## src/rtl/eeprom_i2c_slave.sv

```systemverilog
module eeprom_i2c_slave #(
  parameter int BLK_W = 3,
  parameter int PAGE_W = 4,
  parameter logic [6-BLK_W:0] DEV_CODE = 4'b1010
) (
  input  logic              clk,
  input  logic              rst_n,
  input  logic              scl_i,
  input  logic              sda_i,
  output logic              sda_oe_o,
  input  logic              busy_i,
  input  logic              wp_i,
  output logic              wr_byte_o,
  output logic [BLK_W+7:0]  wr_addr_o,
  output logic [7:0]        wr_data_o,
  output logic              wr_commit_o,
  output logic [BLK_W+7:0]  rd_addr_o,
  input  logic [7:0]        rd_data_i
);
  localparam int AW = BLK_W + 8;
  localparam int DW = 7 - BLK_W;

  typedef enum logic [2:0] {S_IDLE, S_DEV, S_WADR, S_WDAT, S_RDAT, S_HOLD} state_t;

  logic [2:0] scl_sy, sda_sy;
  always_ff @(posedge clk or negedge rst_n)
    if (!rst_n) begin
      scl_sy <= 3'b111;
      sda_sy <= 3'b111;
    end else begin
      scl_sy <= {scl_sy[1:0], scl_i};
      sda_sy <= {sda_sy[1:0], sda_i};
    end

  logic scl_s, scl_q, sda_s, sda_q;
  assign scl_s = scl_sy[1];
  assign scl_q = scl_sy[2];
  assign sda_s = sda_sy[1];
  assign sda_q = sda_sy[2];

  logic scl_rise, scl_fall, start_c, stop_c;
  assign scl_rise = scl_s & ~scl_q;
  assign scl_fall = ~scl_s & scl_q;
  assign start_c  = scl_s & scl_q & sda_q & ~sda_s;
  assign stop_c   = scl_s & scl_q & ~sda_q & sda_s;

  state_t            state;
  logic [3:0]        cnt;
  logic [7:0]        sr, tx;
  logic [AW-1:0]     addr;
  logic [BLK_W-1:0]  blk;
  logic              rw, pend;

  logic [7:0]        nb;
  logic              dev_hit, in_rx;
  logic [PAGE_W-1:0] pg_nxt;
  assign nb      = {sr[6:0], sda_s};
  assign dev_hit = nb[7:8-DW] == DEV_CODE;
  assign in_rx   = state == S_DEV || state == S_WADR || state == S_WDAT;
  assign pg_nxt  = addr[PAGE_W-1:0] + PAGE_W'(1);
  assign rd_addr_o = addr;

  always_ff @(posedge clk or negedge rst_n)
    if (!rst_n) begin
      state       <= S_IDLE;
      cnt         <= '0;
      sr          <= '0;
      tx          <= '0;
      addr        <= '0;
      blk         <= '0;
      rw          <= 1'b0;
      pend        <= 1'b0;
      sda_oe_o    <= 1'b0;
      wr_byte_o   <= 1'b0;
      wr_addr_o   <= '0;
      wr_data_o   <= '0;
      wr_commit_o <= 1'b0;
    end else begin
      wr_byte_o   <= 1'b0;
      wr_commit_o <= 1'b0;
      if (start_c) begin
        state    <= S_DEV;
        cnt      <= '0;
        sda_oe_o <= 1'b0;
        pend     <= 1'b0;
      end else if (stop_c) begin
        state       <= S_IDLE;
        cnt         <= '0;
        sda_oe_o    <= 1'b0;
        wr_commit_o <= pend;
        pend        <= 1'b0;
      end else if (state != S_IDLE && state != S_HOLD) begin
        if (scl_rise) begin
          cnt <= cnt + 4'd1;
          if (cnt < 4'd8 && in_rx) sr <= nb;
          if (cnt == 4'd7 && in_rx) begin
            case (state)
              S_DEV:
                if (dev_hit && !busy_i) begin
                  blk <= nb[BLK_W:1];
                  rw  <= nb[0];
                  if (nb[0]) addr[AW-1:8] <= nb[BLK_W:1];
                end else begin
                  state <= S_HOLD;
                end
              S_WADR: addr <= {blk, nb};
              S_WDAT:
                if (wp_i && addr[AW-1]) begin
                  state <= S_HOLD;
                end else begin
                  wr_byte_o             <= 1'b1;
                  wr_addr_o             <= addr;
                  wr_data_o             <= nb;
                  addr[PAGE_W-1:0]      <= pg_nxt;
                  pend                  <= 1'b1;
                end
              default: ;
            endcase
          end
          if (cnt == 4'd8 && state == S_RDAT) begin
            addr <= addr + AW'(1);
            if (sda_s) state <= S_HOLD;
          end
        end else if (scl_fall) begin
          if (cnt == 4'd8) begin
            sda_oe_o <= state != S_RDAT;
          end else if (cnt == 4'd9) begin
            cnt <= '0;
            if (state == S_RDAT || (state == S_DEV && rw)) begin
              state    <= S_RDAT;
              tx       <= {rd_data_i[6:0], 1'b0};
              sda_oe_o <= ~rd_data_i[7];
            end else begin
              sda_oe_o <= 1'b0;
              state    <= (state == S_DEV) ? S_WADR : S_WDAT;
            end
          end else if (state == S_RDAT) begin
            sda_oe_o <= ~tx[7];
            tx       <= {tx[6:0], 1'b0};
          end
        end
      end
    end
endmodule

```

## config.mk

```make
export PLATFORM = sky130hd
export DESIGN_NAME = eeprom_i2c_slave
export DESIGN_NICKNAME = d
export VERILOG_FILES = /design/src/rtl/eeprom_i2c_slave.sv
export SDC_FILE = /design/constraint.sdc
export NUM_CORES = 1
export LEC_CHECK = 0
export BUFFER_PORTS_ARGS = -buffer_cell sky130_fd_sc_hd__buf_2
export CAP_MARGIN = 40
export CORE_UTILIZATION = 45
export CTS_CLUSTER_SIZE = 10
export DETAILED_ROUTE_END_ITERATION = 7
export GPL_ROUTABILITY_DRIVEN = 0
export HOLD_SLACK_MARGIN = 0.02
export PLACE_DENSITY = 0.67
export SYNTH_ARGS = -nofsm -noshare
export SYNTH_HDL_FRONTEND = slang
export SYNTH_SLANG_ARGS = --single-unit
```

## constraint.sdc

```tcl
create_clock -name clk -period 3 [get_ports clk]
set_input_delay 0.6 -clock clk [delete_from_list [all_inputs] [get_ports clk]]
set_output_delay 0.6 -clock clk [all_outputs]
set_load 0.01 [all_outputs]
```

# Word level (Yosys, flattened, before mapping)
# Cells that the tools add are included.
# totals
in_bits	14
elab_cells	149
ff_bits	66
# op_classes
addsub	3
muxes	58
bitwise	18
n_eq_ne	17
n_reduce_logical	35
magnitude_cmp	1
# ops
op	n
two-way mux 3 bit	15
two-way mux 4 bit	9
two-way mux 1 bit	26
two-way mux 8 bit	3
nonzero test 3 bit	8
two-way mux 11 bit	2
AND reduction 7 bit	3
AND reduction 8 bit	2
equality test 4 bit (second input constant)	3
one-hot mux 3 bit (2 select lines)	2
adder 11 x 1 -> 11 bit (second input constant)	1
NOT 1 bit	11
AND reduction 5 bit	2
inequality test 3 bit (second input constant)	3
adder 4 x 1 -> 4 bit (second input constant)	2
one-hot mux 4 bit (2 select lines)	1
AND reduction 4 bit	2
nonzero test 4 bit	2
AND 1 bit	7
logical AND 1 bit	7
equality test 3 x 2 -> 1 bit (second input constant)	2
inequality test 3 x 1 -> 1 bit (second input constant)	2
inequality test 3 x 2 -> 1 bit (second input constant)	2
AND reduction 6 bit	1
10 further kinds	14

# Depth between registers and ports, before layout
# depth
word_depth	11
ltp_mapped	10
mapped_depth_nobuf	7

# Worst setup path after synthesis
# No wires, ideal clock.
# synth_timing
path_kind	register to register
start	register scl_sy[1]
end	register sr[0]
path_stages_with_launch	8
synth_period_minus_slack_ps	2286
required_ps	2875
setup_slack_ps	714
n_path_buf	3
setup_time_ps	125
t_arrival_ps	2161
path_cell_list	dfstp_2 > ha_1 > clkbuf_1 > a21bo_1 > buf_6 > or4_4 > buf_6 > mux2_4
# synth_between
elab_chain_cells	5
# synth_rtl
element	line	rtl
start: declaration	25	logic [2:0] scl_sy, sda_sy;
start signal: assignment	31	scl_sy <= {scl_sy[1:0], scl_i};
AND 1 bit	44, 45	
AND 1 bit (on tied branches) (2 in a row)	45, 44	
NOT 1 bit (no line)	n/a	
AND reduction 5 bit (no line) *	n/a	
end signal: assignment	95	if (cnt < 4'd8 && in_rx) sr <= nb;
end: declaration	49	logic [7:0] sr, tx;
# Every way passes the cells marked *; elsewhere a longest branch is shown, timed or not.
# A chain may end at the register's enable or synchronous reset.

# Worst setup path in the final report
# layout_timing
start	register cnt[1]
end	register sda_oe_o
# layout_between
elab_chain_cells	8
# layout_rtl
element	line	rtl
start: declaration	48	logic [3:0] cnt;
start signal: assignment	94	cnt <= cnt + 4'd1;
equality test 4 bit	127	end else if (cnt == 4'd9) begin
two-way mux 1 bit	127	
two-way mux 1 bit	125	if (cnt == 4'd8) begin
two-way mux 1 bit	124	end else if (scl_fall) begin
two-way mux 1 bit	93	if (scl_rise) begin
two-way mux 1 bit	92	end else if (state != S_IDLE && state != S_HOLD) begin
two-way mux 1 bit	86	end else if (stop_c) begin
two-way mux 1 bit	81	if (start_c) begin
end signal: assignment	132	sda_oe_o <= ~rd_data_i[7];
end signal: assignment	138	sda_oe_o <= ~tx[7];
end: declaration	10	output logic sda_oe_o,
# Parallel ways exist; a longest one is shown, timed or not. The select of a mux whose other input is x is not followed.

==> flow_summary.ini <==
[clock_tree]
cts_hold_buf = 0
postCtsSetupRepairBufs = 0
cts_buffer_depth = 2
path_clk_slew_ns = 0.07
numCtsBuffers = 9
clkLatencyLatePin_ns = 0.34
cts_tree = done
ctsResizeCount = 0
cts_sinks = 65
cts-root-buf = clkbuf_8
cts_max_level = 3

[logic_synthesis]
syn_area_per_cell_sq_um = 11.1
syn-instance-count = 299
synth-async-reset-ratio_pct = 100
synth_top_area_share_pct = 44.6
synth_largest_area_cell = dfrtp_1
seq_area_frac_synth_pct = 49.4
synth.net_count = 320
synth_area_sq_mm = 0.00331
synth_edf_count = 0
synth_common_cells = dfrtp_1, nand2_1, mux2_2
synth_area_leaders = dfrtp_1, mux2_2, dfstp_2
ys.flop_type = dfrtp_1
yosysWarnings = 0
synth_cell_types = 56
synth-seq-cells = 65
yosysMostFrequentCell = dfrtp_1

[cells_and_area]
diodes = 0
stdcell_count = 441
fill_cells = 621
final_util_pct = 54.9
final_area_sq_mm = 0.00381
drive_gt1_share_pct = 32.2
fin_nets = 361
areaGrowthSynthToFinish_pct = 15.2

[routing]
antenna_left = 0
viasPerCell = 5.45
wl_um = 6560
drtPass1Iterations = 4
vias = 2404
drt-initial-drc-count = 202
wl_per_cell_um = 14.9
remaining_drc_errors = 0

[die]
initial_core_util_pct = 47.7
coreArea_sq_mm = 0.00694
fp.dieW_um = 87.8
placementRows = 30
ioPinCount = 47
die_y_um = 87.8
die_area_sq_mm = 0.00770

[worst_setup_path]
crit_start = cnt[1]$_DFFE_PN0P_
crit_chain = inv_1, ha_1, and3b_1, nor2_1, a2111oi_0, mux2_2, nor2_1
rrSetupSlack_ns = 0.53
crit_path_max_incr_delay_ns = 0.65
crit_top_cell = nor2_1
r2r-start = cnt[1]$_DFFE_PN0P_
r2r_cells = 7
worstPathArrival_ns = 2.74
cp_num_buf_inv = 1
cp-start-kind = flop
crit_slowest_cell = a2111oi_0
crit_path_end_kind = flop
timing.rr.end = sda_oe_o$_DFFE_PN0P_
critPathTopFamily = simple AND/OR/NAND/NOR gates
crit_required_ns = 3.27
critPathKind = flop to flop
crit_fanout = 9

[timing]
worst_slew_pin_slew_ns = 0.795
finalSetupViolCount = 0
finalSetupTns_ns = 0
setup_ws_ns = 0.531
fin_crit_ns = 2.47
hold_viol_final = 0
maxSlewViolCount = 0
min_period_over_period_pct = 82.3
finalClockSkew_ns = 0.00825
rsz0062_at_grt = no
max_freq_mhz = 405
hold_slack_ns = 0.329
max-slew-margin-rel_pct = 46.9

[power_and_ir_drop]
power_mw = 2.59
ir_worst_vdd_v = 0.000282
leakagePower_nw = 1.82
powerDensity_mw_per_mm2 = 680

[grt]
grt_usage_pct = 18.4
top_usage_layer = met2
grt_use_met2_pct = 27.4
grt_pass1_vias = 2191
antenna_found_initial = 0
grt_max_degree = 36
grt_pass1_wl_um = 10800
grt.met3_usage_pct = 2.92
gr-usage-met1_pct = 26.2
grt_overflow = 0

[placed_design]
post-place-ws_ns = 0.608
port_buffers = 46
hpwl_um = 4550
place_area_sq_mm = 0.00357
dp.cells = 425

[min_path]
hold_class = primary input to async pin

[flow_run]
max-cap-violations = 0

[outcome]
outcome = finished, final reports clean
==> worst register-to-register path, stage by stage, from the launching register on <==
cell and delay [ns]:
dfrtp_1 0.42, inv_1 0.09, ha_1 0.18, and3b_1 0.46
nor2_1 0.12, a2111oi_0 0.65, mux2_2 0.40, nor2_1 0.08
==> flip-flops by register name, summed over array words and instances, names as in the netlist <==
name	count
rd_addr_o	11
wr_addr_o	11
wr_data_o	8
sr	7
tx	7
cnt	4
blk	3
scl_sy	3
sda_sy	3
state	3
pend	1
rw	1
sda_oe_o	1
wr_byte_o	1
wr_commit_o	1
==> logic make-up after synthesis <==
group                    Yosys count  share of synthesized area, %
flip-flops                        65                          49.4
adder cells (fa/ha/maj)            7                          2.65
multiplexers                      43                          15.1
buffers and inverters             28                          4.57
AO/OA/AOI/OAI                     70                          14.0
XOR/XNOR                           2                         0.529
AND/OR/NAND/NOR                   84                          13.8
==> routing by layer <==
metal,vias up,routed length [um]
li1,1165,-
met1,1176,3320
met2,53,2930
met3,10,199
met4,0,111
met5,-,0
==> worst max path at each step <==
stage	endpoint	slack [ns]	cells past startpoint
floorplan	sr[0]$_DFFE_PN0P_	0.71	7
global placement	sda_oe_o$_DFFE_PN0P_	0.60	7
detailed placement	sda_oe_o$_DFFE_PN0P_	0.61	7
CTS	sda_oe_o$_DFFE_PN0P_	0.57	7
global route	rd_addr_o[2]$_DFFE_PN0P_	0.42	5
finish	sda_oe_o$_DFFE_PN0P_	0.53	7
==> power by group <==
part	switching (mW)	internal (mW)	total [mW]	leakage, nW
Combinational	0.247	0.274	0.521	0.886
Sequential	0.187	0.983	1.17	0.818
Clock	0.329	0.574	0.903	0.120
==> layout make-up <==
type	count	area, sq um	share of cell area (%)
Multi-Input combinational cell	206	1530	40.0
Clock buffer	11	141	3.71
Tap cell	96	120	3.15
Clock inverter	5	103	2.69
Timing Repair Buffer	47	250	6.56
Sequential cell	65	1630	42.8
Inverter	11	41.3	1.08
==> cell usage in the layout, fill, tap and decap left out, types with 3 or more instances in the layout <==
master,synthesis,routed
o21ai_1,7,7
dfrtp_1,59,59
nand2_1,35,35
o21ai_0,19,19
o22ai_1,5,5
a21oi_1,17,17
nand3_1,7,7
mux2_4,7,7
inv_1,11,11
nand4_1,5,5
dfstp_2,6,6
and3b_1,3,3
mux2i_1,9,9
nand3b_1,3,3
nor3_1,3,3
nor2_1,7,7
bufinv_16,0,3
ha_1,7,7
buf_2,6,46
clkbuf_8,0,10
and2_1,3,3
mux2_2,25,25
(Power assumes the default switching activity.)
